## config.mk

```make
export PLATFORM = sky130hd
export DESIGN_NAME = calib_param_calc
export DESIGN_NICKNAME = d
export VERILOG_FILES = /design/src/rtl/calib_pkg.sv /design/src/rtl/calib_operands.sv /design/src/rtl/calib_divider.sv /design/src/rtl/calib_param_calc.sv
export SDC_FILE = /design/constraint.sdc
export NUM_CORES = 2
export LEC_CHECK = 0
export BUFFER_PORTS_ARGS = -buffer_cell sky130_fd_sc_hd__buf_2
export CAP_MARGIN = 20
export CORE_MARGIN = 4
export CORE_UTILIZATION = 35
export DETAILED_ROUTE_END_ITERATION = 6
export RECOVER_POWER = 100
export SLEW_MARGIN = 20
export SYNTH_ARGS = -nofsm -noshare
export SYNTH_HDL_FRONTEND = slang
export SYNTH_SLANG_ARGS = --single-unit
export TNS_END_PERCENT = 20
```

## constraint.sdc

```tcl
create_clock -name clk_i -period 14.4 [get_ports clk_i]
set_input_delay 1.44 -clock clk_i [delete_from_list [all_inputs] [get_ports clk_i]]
set_output_delay 1.44 -clock clk_i [all_outputs]
set_load 0.01 [all_outputs]
```

## src/rtl/calib_pkg.sv

```systemverilog
package calib_pkg;
  typedef enum logic [2:0] {
    ST_IDLE, ST_CHK_C, ST_WAIT_C, ST_CHK_F, ST_WAIT_F
  } calib_state_e;

  typedef enum logic [2:0] {
    ERR_NONE  = 3'd0,
    ERR_C_CNT = 3'd1,
    ERR_C_RES = 3'd2,
    ERR_F_CNT = 3'd3,
    ERR_F_RES = 3'd4
  } calib_err_e;
endpackage

```

## src/rtl/calib_operands.sv

```systemverilog
module calib_operands #(
  parameter int CNT_W     = 16,
  parameter int DIV_W     = 64,
  parameter int SCALE_NUM = 10,
  parameter int SCALE_DEN = 2,
  parameter int M_COARSE  = 88,
  parameter int M_FINE    = 264
) (
  input  logic [CNT_W-1:0] period_i,
  input  logic [CNT_W-1:0] ref_i,
  input  logic [CNT_W-1:0] dly_i,
  input  logic             sel_fine_i,
  output logic [DIV_W-1:0] num_o,
  output logic [DIV_W-1:0] den_o
);
  localparam logic [DIV_W-1:0] K_NUM = DIV_W'(SCALE_NUM);
  localparam logic [DIV_W-1:0] K_DEN = DIV_W'(SCALE_DEN);
  localparam logic [DIV_W-1:0] K_MC  = DIV_W'(M_COARSE);
  localparam logic [DIV_W-1:0] K_MF  = DIV_W'(M_FINE);

  logic [DIV_W-1:0] mult;

  always_comb begin
    mult  = sel_fine_i ? K_MF : K_MC;
    num_o = K_NUM * DIV_W'(period_i) * DIV_W'(ref_i);
    den_o = K_DEN * DIV_W'(dly_i) * mult;
  end
endmodule

```

## src/rtl/calib_divider.sv

```systemverilog
module calib_divider #(
  parameter int W = 64
) (
  input  logic         clk_i,
  input  logic         rst_ni,
  input  logic         start_i,
  input  logic [W-1:0] num_i,
  input  logic [W-1:0] den_i,
  output logic         busy_o,
  output logic         done_o,
  output logic [W-1:0] quot_o
);
  localparam int CW = $clog2(W + 1);

  logic [W-1:0]  acc_q;
  logic [W:0]    rem_q;
  logic [W-1:0]  den_q;
  logic [CW-1:0] cnt_q;
  logic [W:0]    rem_sh, rem_nx;
  logic          ge;

  always_comb begin
    rem_sh = {rem_q[W-1:0], acc_q[W-1]};
    ge     = rem_sh >= {1'b0, den_q};
    rem_nx = ge ? rem_sh - {1'b0, den_q} : rem_sh;
  end

  always_ff @(posedge clk_i or negedge rst_ni) begin
    if (!rst_ni) begin
      acc_q  <= '0;
      rem_q  <= '0;
      den_q  <= '0;
      cnt_q  <= '0;
      busy_o <= 1'b0;
      done_o <= 1'b0;
    end else begin
      done_o <= 1'b0;
      if (start_i && !busy_o) begin
        acc_q  <= num_i;
        rem_q  <= '0;
        den_q  <= den_i;
        cnt_q  <= CW'(W);
        busy_o <= 1'b1;
      end else if (busy_o) begin
        acc_q <= {acc_q[W-2:0], ge};
        rem_q <= rem_nx;
        cnt_q <= cnt_q - CW'(1);
        if (cnt_q == CW'(1)) begin
          busy_o <= 1'b0;
          done_o <= 1'b1;
        end
      end
    end
  end

  assign quot_o = acc_q;

  AST_REM_BELOW_DIV: assert property (@(posedge clk_i) disable iff (!rst_ni)
    busy_o |-> (rem_q < {1'b0, den_q}));
endmodule

```

## src/rtl/calib_param_calc.sv

```systemverilog
module calib_param_calc
  import calib_pkg::*;
#(
  parameter int REG_W    = 32,
  parameter int CNT_W    = 16,
  parameter int DIV_W    = 64,
  parameter int OUT_W    = 32,
  parameter int M_COARSE = 88,
  parameter int M_FINE   = 264
) (
  input  logic             clk_i,
  input  logic             rst_ni,
  input  logic             start_i,
  input  logic [REG_W-1:0] period_reg_i,
  input  logic [REG_W-1:0] coarse_reg_i,
  input  logic [REG_W-1:0] fine_reg_i,
  output logic [OUT_W-1:0] coarse_step_o,
  output logic [OUT_W-1:0] fine_step_o,
  output logic             done_o,
  output logic [2:0]       err_o
);
  localparam int DLY_LO = CNT_W;
  localparam int DLY_HI = 2 * CNT_W - 1;

  calib_state_e     state_q;
  calib_err_e       err_q;
  logic [CNT_W-1:0] per_q, c_ref_q, c_dly_q, f_ref_q, f_dly_q;
  logic [OUT_W-1:0] c_tmp_q;
  logic [CNT_W-1:0] op_ref, op_dly;
  logic             sel_fine;
  logic [DIV_W-1:0] div_num, div_den, div_quot;
  logic             div_start, div_busy, div_done;
  logic [OUT_W-1:0] quot_t;

  assign sel_fine  = (state_q == ST_CHK_F) || (state_q == ST_WAIT_F);
  assign op_ref    = sel_fine ? f_ref_q : c_ref_q;
  assign op_dly    = sel_fine ? f_dly_q : c_dly_q;
  assign div_start = ((state_q == ST_CHK_C) && (c_dly_q != '0)) ||
                     ((state_q == ST_CHK_F) && (f_dly_q != '0));
  assign quot_t    = div_quot[OUT_W-1:0];

  calib_operands #(
    .CNT_W(CNT_W), .DIV_W(DIV_W), .SCALE_NUM(10), .SCALE_DEN(2),
    .M_COARSE(M_COARSE), .M_FINE(M_FINE)
  ) u_ops (
    .period_i(per_q), .ref_i(op_ref), .dly_i(op_dly),
    .sel_fine_i(sel_fine), .num_o(div_num), .den_o(div_den)
  );

  calib_divider #(.W(DIV_W)) u_div (
    .clk_i(clk_i), .rst_ni(rst_ni), .start_i(div_start),
    .num_i(div_num), .den_i(div_den),
    .busy_o(div_busy), .done_o(div_done), .quot_o(div_quot)
  );

  always_ff @(posedge clk_i or negedge rst_ni) begin
    if (!rst_ni) begin
      state_q       <= ST_IDLE;
      err_q         <= ERR_NONE;
      per_q         <= '0;
      c_ref_q       <= '0;
      c_dly_q       <= '0;
      f_ref_q       <= '0;
      f_dly_q       <= '0;
      c_tmp_q       <= '0;
      coarse_step_o <= '0;
      fine_step_o   <= '0;
      done_o        <= 1'b0;
    end else begin
      done_o <= 1'b0;
      unique case (state_q)
        ST_IDLE: if (start_i) begin
          per_q   <= period_reg_i[CNT_W-1:0];
          c_ref_q <= coarse_reg_i[CNT_W-1:0];
          c_dly_q <= coarse_reg_i[DLY_HI:DLY_LO];
          f_ref_q <= fine_reg_i[CNT_W-1:0];
          f_dly_q <= fine_reg_i[DLY_HI:DLY_LO];
          state_q <= ST_CHK_C;
        end
        ST_CHK_C: if (c_dly_q == '0) begin
          err_q   <= ERR_C_CNT;
          done_o  <= 1'b1;
          state_q <= ST_IDLE;
        end else begin
          state_q <= ST_WAIT_C;
        end
        ST_WAIT_C: if (div_done) begin
          if (quot_t == '0) begin
            err_q   <= ERR_C_RES;
            done_o  <= 1'b1;
            state_q <= ST_IDLE;
          end else begin
            c_tmp_q <= quot_t;
            state_q <= ST_CHK_F;
          end
        end
        ST_CHK_F: if (f_dly_q == '0) begin
          err_q   <= ERR_F_CNT;
          done_o  <= 1'b1;
          state_q <= ST_IDLE;
        end else begin
          state_q <= ST_WAIT_F;
        end
        ST_WAIT_F: if (div_done) begin
          if (quot_t == '0) begin
            err_q <= ERR_F_RES;
          end else begin
            err_q         <= ERR_NONE;
            coarse_step_o <= c_tmp_q;
            fine_step_o   <= quot_t;
          end
          done_o  <= 1'b1;
          state_q <= ST_IDLE;
        end
        default: state_q <= ST_IDLE;
      endcase
    end
  end

  assign err_o = err_q;

  AST_DONE_PULSE: assert property (@(posedge clk_i) disable iff (!rst_ni)
    done_o |=> !done_o);
  AST_HOLD_ON_ERR: assert property (@(posedge clk_i) disable iff (!rst_ni)
    (done_o && err_o != 3'd0) |-> ($stable(coarse_step_o) && $stable(fine_step_o)));
  AST_OK_NONZERO: assert property (@(posedge clk_i) disable iff (!rst_ni)
    (done_o && err_o == 3'd0) |-> (coarse_step_o != '0 && fine_step_o != '0));
  AST_NO_RELOAD: assert property (@(posedge clk_i) disable iff (!rst_ni)
    div_start |-> !div_busy);
  AST_CODE_RANGE: assert property (@(posedge clk_i) disable iff (!rst_ni)
    done_o |-> (err_o <= 3'd4));
endmodule

```

== Word level (Yosys, flattened, before mapping) ==
Cells that the tools add are included.
Cells by class
  add/subtract/negate cells: 2
  $mul: 3
  div/mod/pow operators: 0
  magnitude comparators: 1
  eq/ne operators: 11
  shift operators: 0
  mux-type cells: 36
  bitwise operators: 1
  reductions and logical operators: 19
Operators with widths (count)
  2-to-1 mux 64 bit: 5
  greater-or-equal comparator 65 x 64 -> 1 bit: 1
  multiplier 16 x 64 -> 63 bit: 1
  subtractor 64 bit: 1
  multiplier 19 x 16 -> 35 bit: 1
  logical NOT 16 bit: 2
  logical NOT 32 bit: 1
  2-to-1 mux 16 bit: 2
  nonzero test 16 bit: 2
  2-to-1 mux 3 bit: 10
  multiplier 3 x 16 -> 19 bit, first input constant: 1
  one-hot mux 3 bit (5 select lines): 1
  2-to-1 mux 7 bit: 2
  one-hot mux 3 bit (4 select lines): 1
  2-to-1 mux 1 bit: 11
  2-to-1 mux 9 bit: 1
  AND reduction 3 bit: 3
  != test 2 x 1 -> 1 bit, second input constant: 4
  == test 7 x 1 -> 1 bit, second input constant: 1
  subtractor 7 x 1 -> 7 bit, second input constant: 1
  == test 3 x 2 -> 1 bit, second input constant: 2
  AND reduction 6 bit: 1
  2-to-1 mux 2 bit: 2
  != test 2 bit, second input constant: 2
  other kinds (11): 14
Storage, ports and cells
  bits in registers: 383
  latch bits: 0
  memory bits (writable): 0
  memory bits (read-only): 0
  bits of input ports: 99
  memories: 0

== Depth between registers and ports, before layout ==
  word-level depth: 5
  gate-level depth with buffers: 33
  gate-level depth less buffers: 32

== By module ==
From an unflattened synthesis, not the netlist that was laid out.
Second synthesis, totals
  cells, all modules: 3471
  area, all modules: 33504.6 µm²
By module, submodules not included
  calib_operands: instances 1, cells an instance 1547, area an instance 13431.6 µm²
  calib_divider: instances 1, cells an instance 1451, area an instance 12433.2 µm²
  calib_param_calc: instances 1, cells an instance 473, area an instance 7639.8 µm²

== Least setup slack after synthesis ==
OpenSTA, ideal clock, no wires.
  path type: register to register
  start: register per_q[1]
  end: register u_div.acc_q[34], in the netlist u_div.quot_o[34]
  setup time: 0.134 ns
  arrival time: 8.284 ns
  data required time: 14.266 ns
  path slack: 5.982 ns
  stages on the path, launching flop included: 32
  path buffers: 1
  cell sequence: dfrtp_1 ha_1 ha_1 fa_1 a21o_1 a21oi_1 nor2b_1 o21ai_0 a21oi_1 a41oi_1 nor2b_1 xnor2_1 clkbuf_1 nand2_1 fa_1 fa_1 inv_1 fa_1 fa_1 fa_1 inv_1 fa_1 inv_1 ha_1 and4_1 nand3_1 o31ai_1 a21oi_1 and2_1 and3_1 a2111oi_0 a21oi_1
On the way
  word-level cells in the longest chain between the ends: 3
Ends and longest elaborated chain
  start: declaration: RTL line calib_param_calc.sv:27  | logic [CNT_W-1:0] per_q, c_ref_q, c_dly_q, f_ref_q, f_dly_q;
  start signal: assignment: RTL line calib_param_calc.sv:73  | per_q <= period_reg_i[CNT_W-1:0];
  multiplier 3 x 16 -> 19 bit: RTL line calib_operands.sv:25  | num_o = K_NUM * DIV_W'(period_i) * DIV_W'(ref_i);
  multiplier 19 x 16 -> 35 bit: RTL line calib_operands.sv:25
  2-to-1 mux 64 bit: RTL line calib_divider.sv:38  | if (start_i && !busy_o) begin
  end signal: assignment: RTL line calib_divider.sv:39  | acc_q <= num_i;
  end signal: assignment: RTL line calib_divider.sv:45  | acc_q <= {acc_q[W-2:0], ge};
  end: declaration: RTL line calib_divider.sv:15  | logic [W-1:0] acc_q;
No other way between the ends.
A chain may end at the register's enable or synchronous reset.

== Worst setup path after layout ==
  start: register state_q[1]
  end: register u_div.acc_q[34], in the netlist u_div.quot_o[34]
On the way
  word-level cells in the longest chain between the ends: 5
  elaborated cells between the ends (all ways): 12
Ends and longest elaborated chain
  start: declaration: RTL line calib_param_calc.sv:25  | calib_state_e state_q;
  start signal: assignment: RTL line calib_param_calc.sv:58  | state_q <= ST_IDLE;
  start signal: assignment: RTL line calib_param_calc.sv:78  | state_q <= ST_CHK_C;
  start signal: assignment: RTL line calib_param_calc.sv:83  | state_q <= ST_IDLE;
  == test 3 x 2 -> 1 bit, or another cell as far along: RTL line calib_param_calc.sv:35, calib_param_calc.sv:39
  logical OR 1 bit, or another cell as far along: RTL line calib_param_calc.sv:35  | assign sel_fine = (state_q == ST_CHK_F) || (state_q == ST_WAIT_F);
  2-to-1 mux 16 bit or logical OR 1 bit (tied branches): RTL line calib_param_calc.sv:36, calib_param_calc.sv:38
  multiplier 19 x 16 -> 35 bit or logical AND 1 bit (tied branches): RTL line calib_operands.sv:25, calib_divider.sv:38
  2-to-1 mux 64 bit or nonzero test 2 bit (tied branches)
Several ways; a longest one is shown, not always the timed one.

==> flow_summary.toml <==
[synthesis]
netlist_instances = 2973
synth_seq_cells = 343
synth_top_area_share_pct = 30.3
seq_area_frac_synth_pct = 30.3
ys_top_cells_by_count = "nand2_1, inv_1, dfrtp_1, fa_1, ha_1"
yosys.area.top_type = "dfrtp_1"
synthMostInstantiatedCell = "nand2_1"
synth_cell_type_count = 74
ys.flop_type = "dfrtp_1"
ys_top_cells_by_area = "dfrtp_1, fa_1, ha_1, mux2_2, nand2_1"
ys_warn_count = 0
syn_area_mm2 = 0.0283
syn_avg_cell_area_um2 = 9.53
synth_edf_count = 0
synthArstFlopShare_pct = 100

[setup_path]
critPathSlowestCell = "clkbuf_1"
startpoint = "state_q[1]$_DFFE_PN0P_"
cp-end-kind = "flip-flop"
crit_fanout = 53
worstSetupStartpointType = "flip-flop"
cp_data_arrival_time_ns = 10.65
critical_path_class = "flip-flop to flip-flop"
r2r_start = "state_q[1]$_DFFE_PN0P_"
cp_common_cell = "fa_1"
worstRegToRegCells = 28
crit_required_ns = 14.83
slowest_delay_ns = 1.72

[min_path]
hold_depth = 2
hold_start = "u_div.quot_o[35]$_DFFE_PN0P_"
worstHoldPathType = "flip-flop to flip-flop"

[die]
io_pins = 167
core-area_mm2 = 0.0804
initial_utilization_pct = 35.2
die_h_um = 293
rows = 104
die_w_um = 293
die_area_mm2 = 0.0856

[clock_tree]
cts.sinks = 343
cts_made_buffers = 42
htreeDepth = 2
cts_resized = 0
clk_latency_ns = 0.59
ctsHoldBuffers = 0
cts_tree = "yes"
clk_pin_slew_ns = 0.06
cts_buffer_depth = 3
cts-root-buf = "clkbuf_16"
postCtsSetupBuffers = 0

[timing]
skew_ns = 0.0315
hold_viol = 0
finalSetupViolations = 0
finalSetupTns_ns = 0
fmax_mhz = 97.9
period_needed_ns = 10.21
final-max-slew-violation-count = 827
slew_headroom_pct = -321
post-route-period-util_pct = 70.9
rsz0062_at_grt = "false"
worst_pin_slew_ns = 6.32

[global_route]
grt_pass1_wl_um = 116000
track_usage_pct = 16.5
grt_max_degree = 160
grt.overflow.total = 0
antenna_found_initial = 3
first_global_vias = 21105

[placed_design]
port-buffer-count = 150
hpwl_um = 52000
place_congestion = 0.868

[finish]
seq_area_mm2 = 0.00858
synthToLayoutAreaGrowth_pct = 11.5
multi_input_area_mm2 = 0.0180
drive_above_1_share_pct = 11.8
fin_nets = 3677
nFillCells = 8095
diodes = 0

[drt]
drt_iter0_markers = 1124
wl_per_cell_um = 16.8
num_vias = 20875
ant_nets = 0
drt_pass1_iterations = 5
drc = 0
drt-total-wl_um = 70300
post_drt_via_cell_ratio = 4.99

[flow_run]
maxCapViolCount = 10

[run_status]
outcome = "finished, violations left"
violations = "capacitance limit, slew limit"
-- path summary, 6_finish.rpt --
path | endpoint | slack, ns
max | u_div.quot_o[34]$_DFFE_PN0P_ | 4.19
min | u_div.quot_o[36]$_DFFE_PN0P_ | 0.46
max reg2reg | u_div.quot_o[34]$_DFFE_PN0P_ | 4.19
min reg2reg | u_div.quot_o[36]$_DFFE_PN0P_ | 0.46
max in group asynchronous | coarse_step_o[19]$_DFFE_PN0P_ | 4.71
min in group asynchronous | c_dly_q[9]$_DFFE_PN0P_ | 3.20
-- state kept, by name, summed over array words and instances (netlist names) --
| name | cells |
|---|---|
| c_dly_q | 16 |
| u_div.rem_q | 64 |
| u_div.quot_o | 64 |
| coarse_step_o | 32 |
| c_ref_q | 16 |
| u_div.done_o | 1 |
| u_div.busy_o | 1 |
| fine_step_o | 32 |
| u_div.cnt_q | 7 |
| done_o | 1 |
| per_q | 16 |
| err_o | 3 |
| c_tmp_q | 32 |
| state_q | 3 |
| u_div.den_q | 23 |
| f_dly_q | 16 |
| f_ref_q | 16 |
-- area by class of cell --
class / count / area share [%]
multi-input combinational: 2158 / 57.0
timing repair buffer: 186 / 2.85
clock inverter: 18 / 0.677
inverter: 363 / 4.31
tap: 1060 / 4.20
clock buffer: 58 / 3.80
sequential: 343 / 27.2
-- cell families after synthesis --
family          after synthesis  synth area share (%)
buf+inv                     482                  6.39
fa+ha+maj                   484                  28.3
other cells                   2                0.0265
mux                         194                  7.62
compound gates              478                  10.2
flops                       343                  30.3
simple gates                893                  14.2
xor+xnor                     97                  3.00
-- layout by cell type, fill, tap and decap left out, drive strengths merged, types with 28 or more instances in the layout --
cell / synthesis / routed
a21o: 39 / 39
a21oi: 134 / 134
and2: 66 / 66
buf: 5 / 107
clkbuf: 114 / 137
dfrtp: 343 / 343
fa: 261 / 261
ha: 223 / 223
inv: 363 / 365
mux2: 173 / 173
nand2: 456 / 456
nand3: 39 / 39
nor2: 155 / 155
nor3: 34 / 34
nor4: 28 / 28
o21ai: 164 / 164
xnor2: 61 / 61
xor2: 36 / 36
-- layer usage --
layer | part of all wire [%] | track usage [%] | vias to the layer above | wire (µm)
met3 | 6.2 | 3.60 | 107 | 4330
li1 | - | - | 10088 | -
met5 | 0.018 | 0 | - | 13
met4 | 2.8 | 4.62 | 2 | 1960
met2 | 43 | 24.9 | 487 | 30300
met1 | 48 | 24.1 | 10191 | 33700
-- critical path: cells and delay by family, from the launching register on --
kind                     cells  cell delay (ns)
AO/OA/AOI/OAI                6             1.87
adder cells (fa/ha/maj)      7             3.35
buffers and inverters        6             1.96
flip-flops                   1             0.50
AND/OR/NAND/NOR              9             2.31
-- stage by stage --
step	util [%]	std cells	setup slack, ns	cell area [µm²]	hold WS (ns)
detailed placement	37.7	4110	4.45	30400	0.465
global route	39.3	4186	2.62	31600	0.480
CTS	39.5	4186	4.40	31800	0.456
global placement	37.7	4110	4.61	30300	0.458
finish	39.3	4186	4.19	31600	0.458
floorplan	-	2983	5.98	28400	0.446
Power is left out: the tool's default activity adds up to more than one toggle a clock period on the data nets, which glitch-free logic cannot reach.
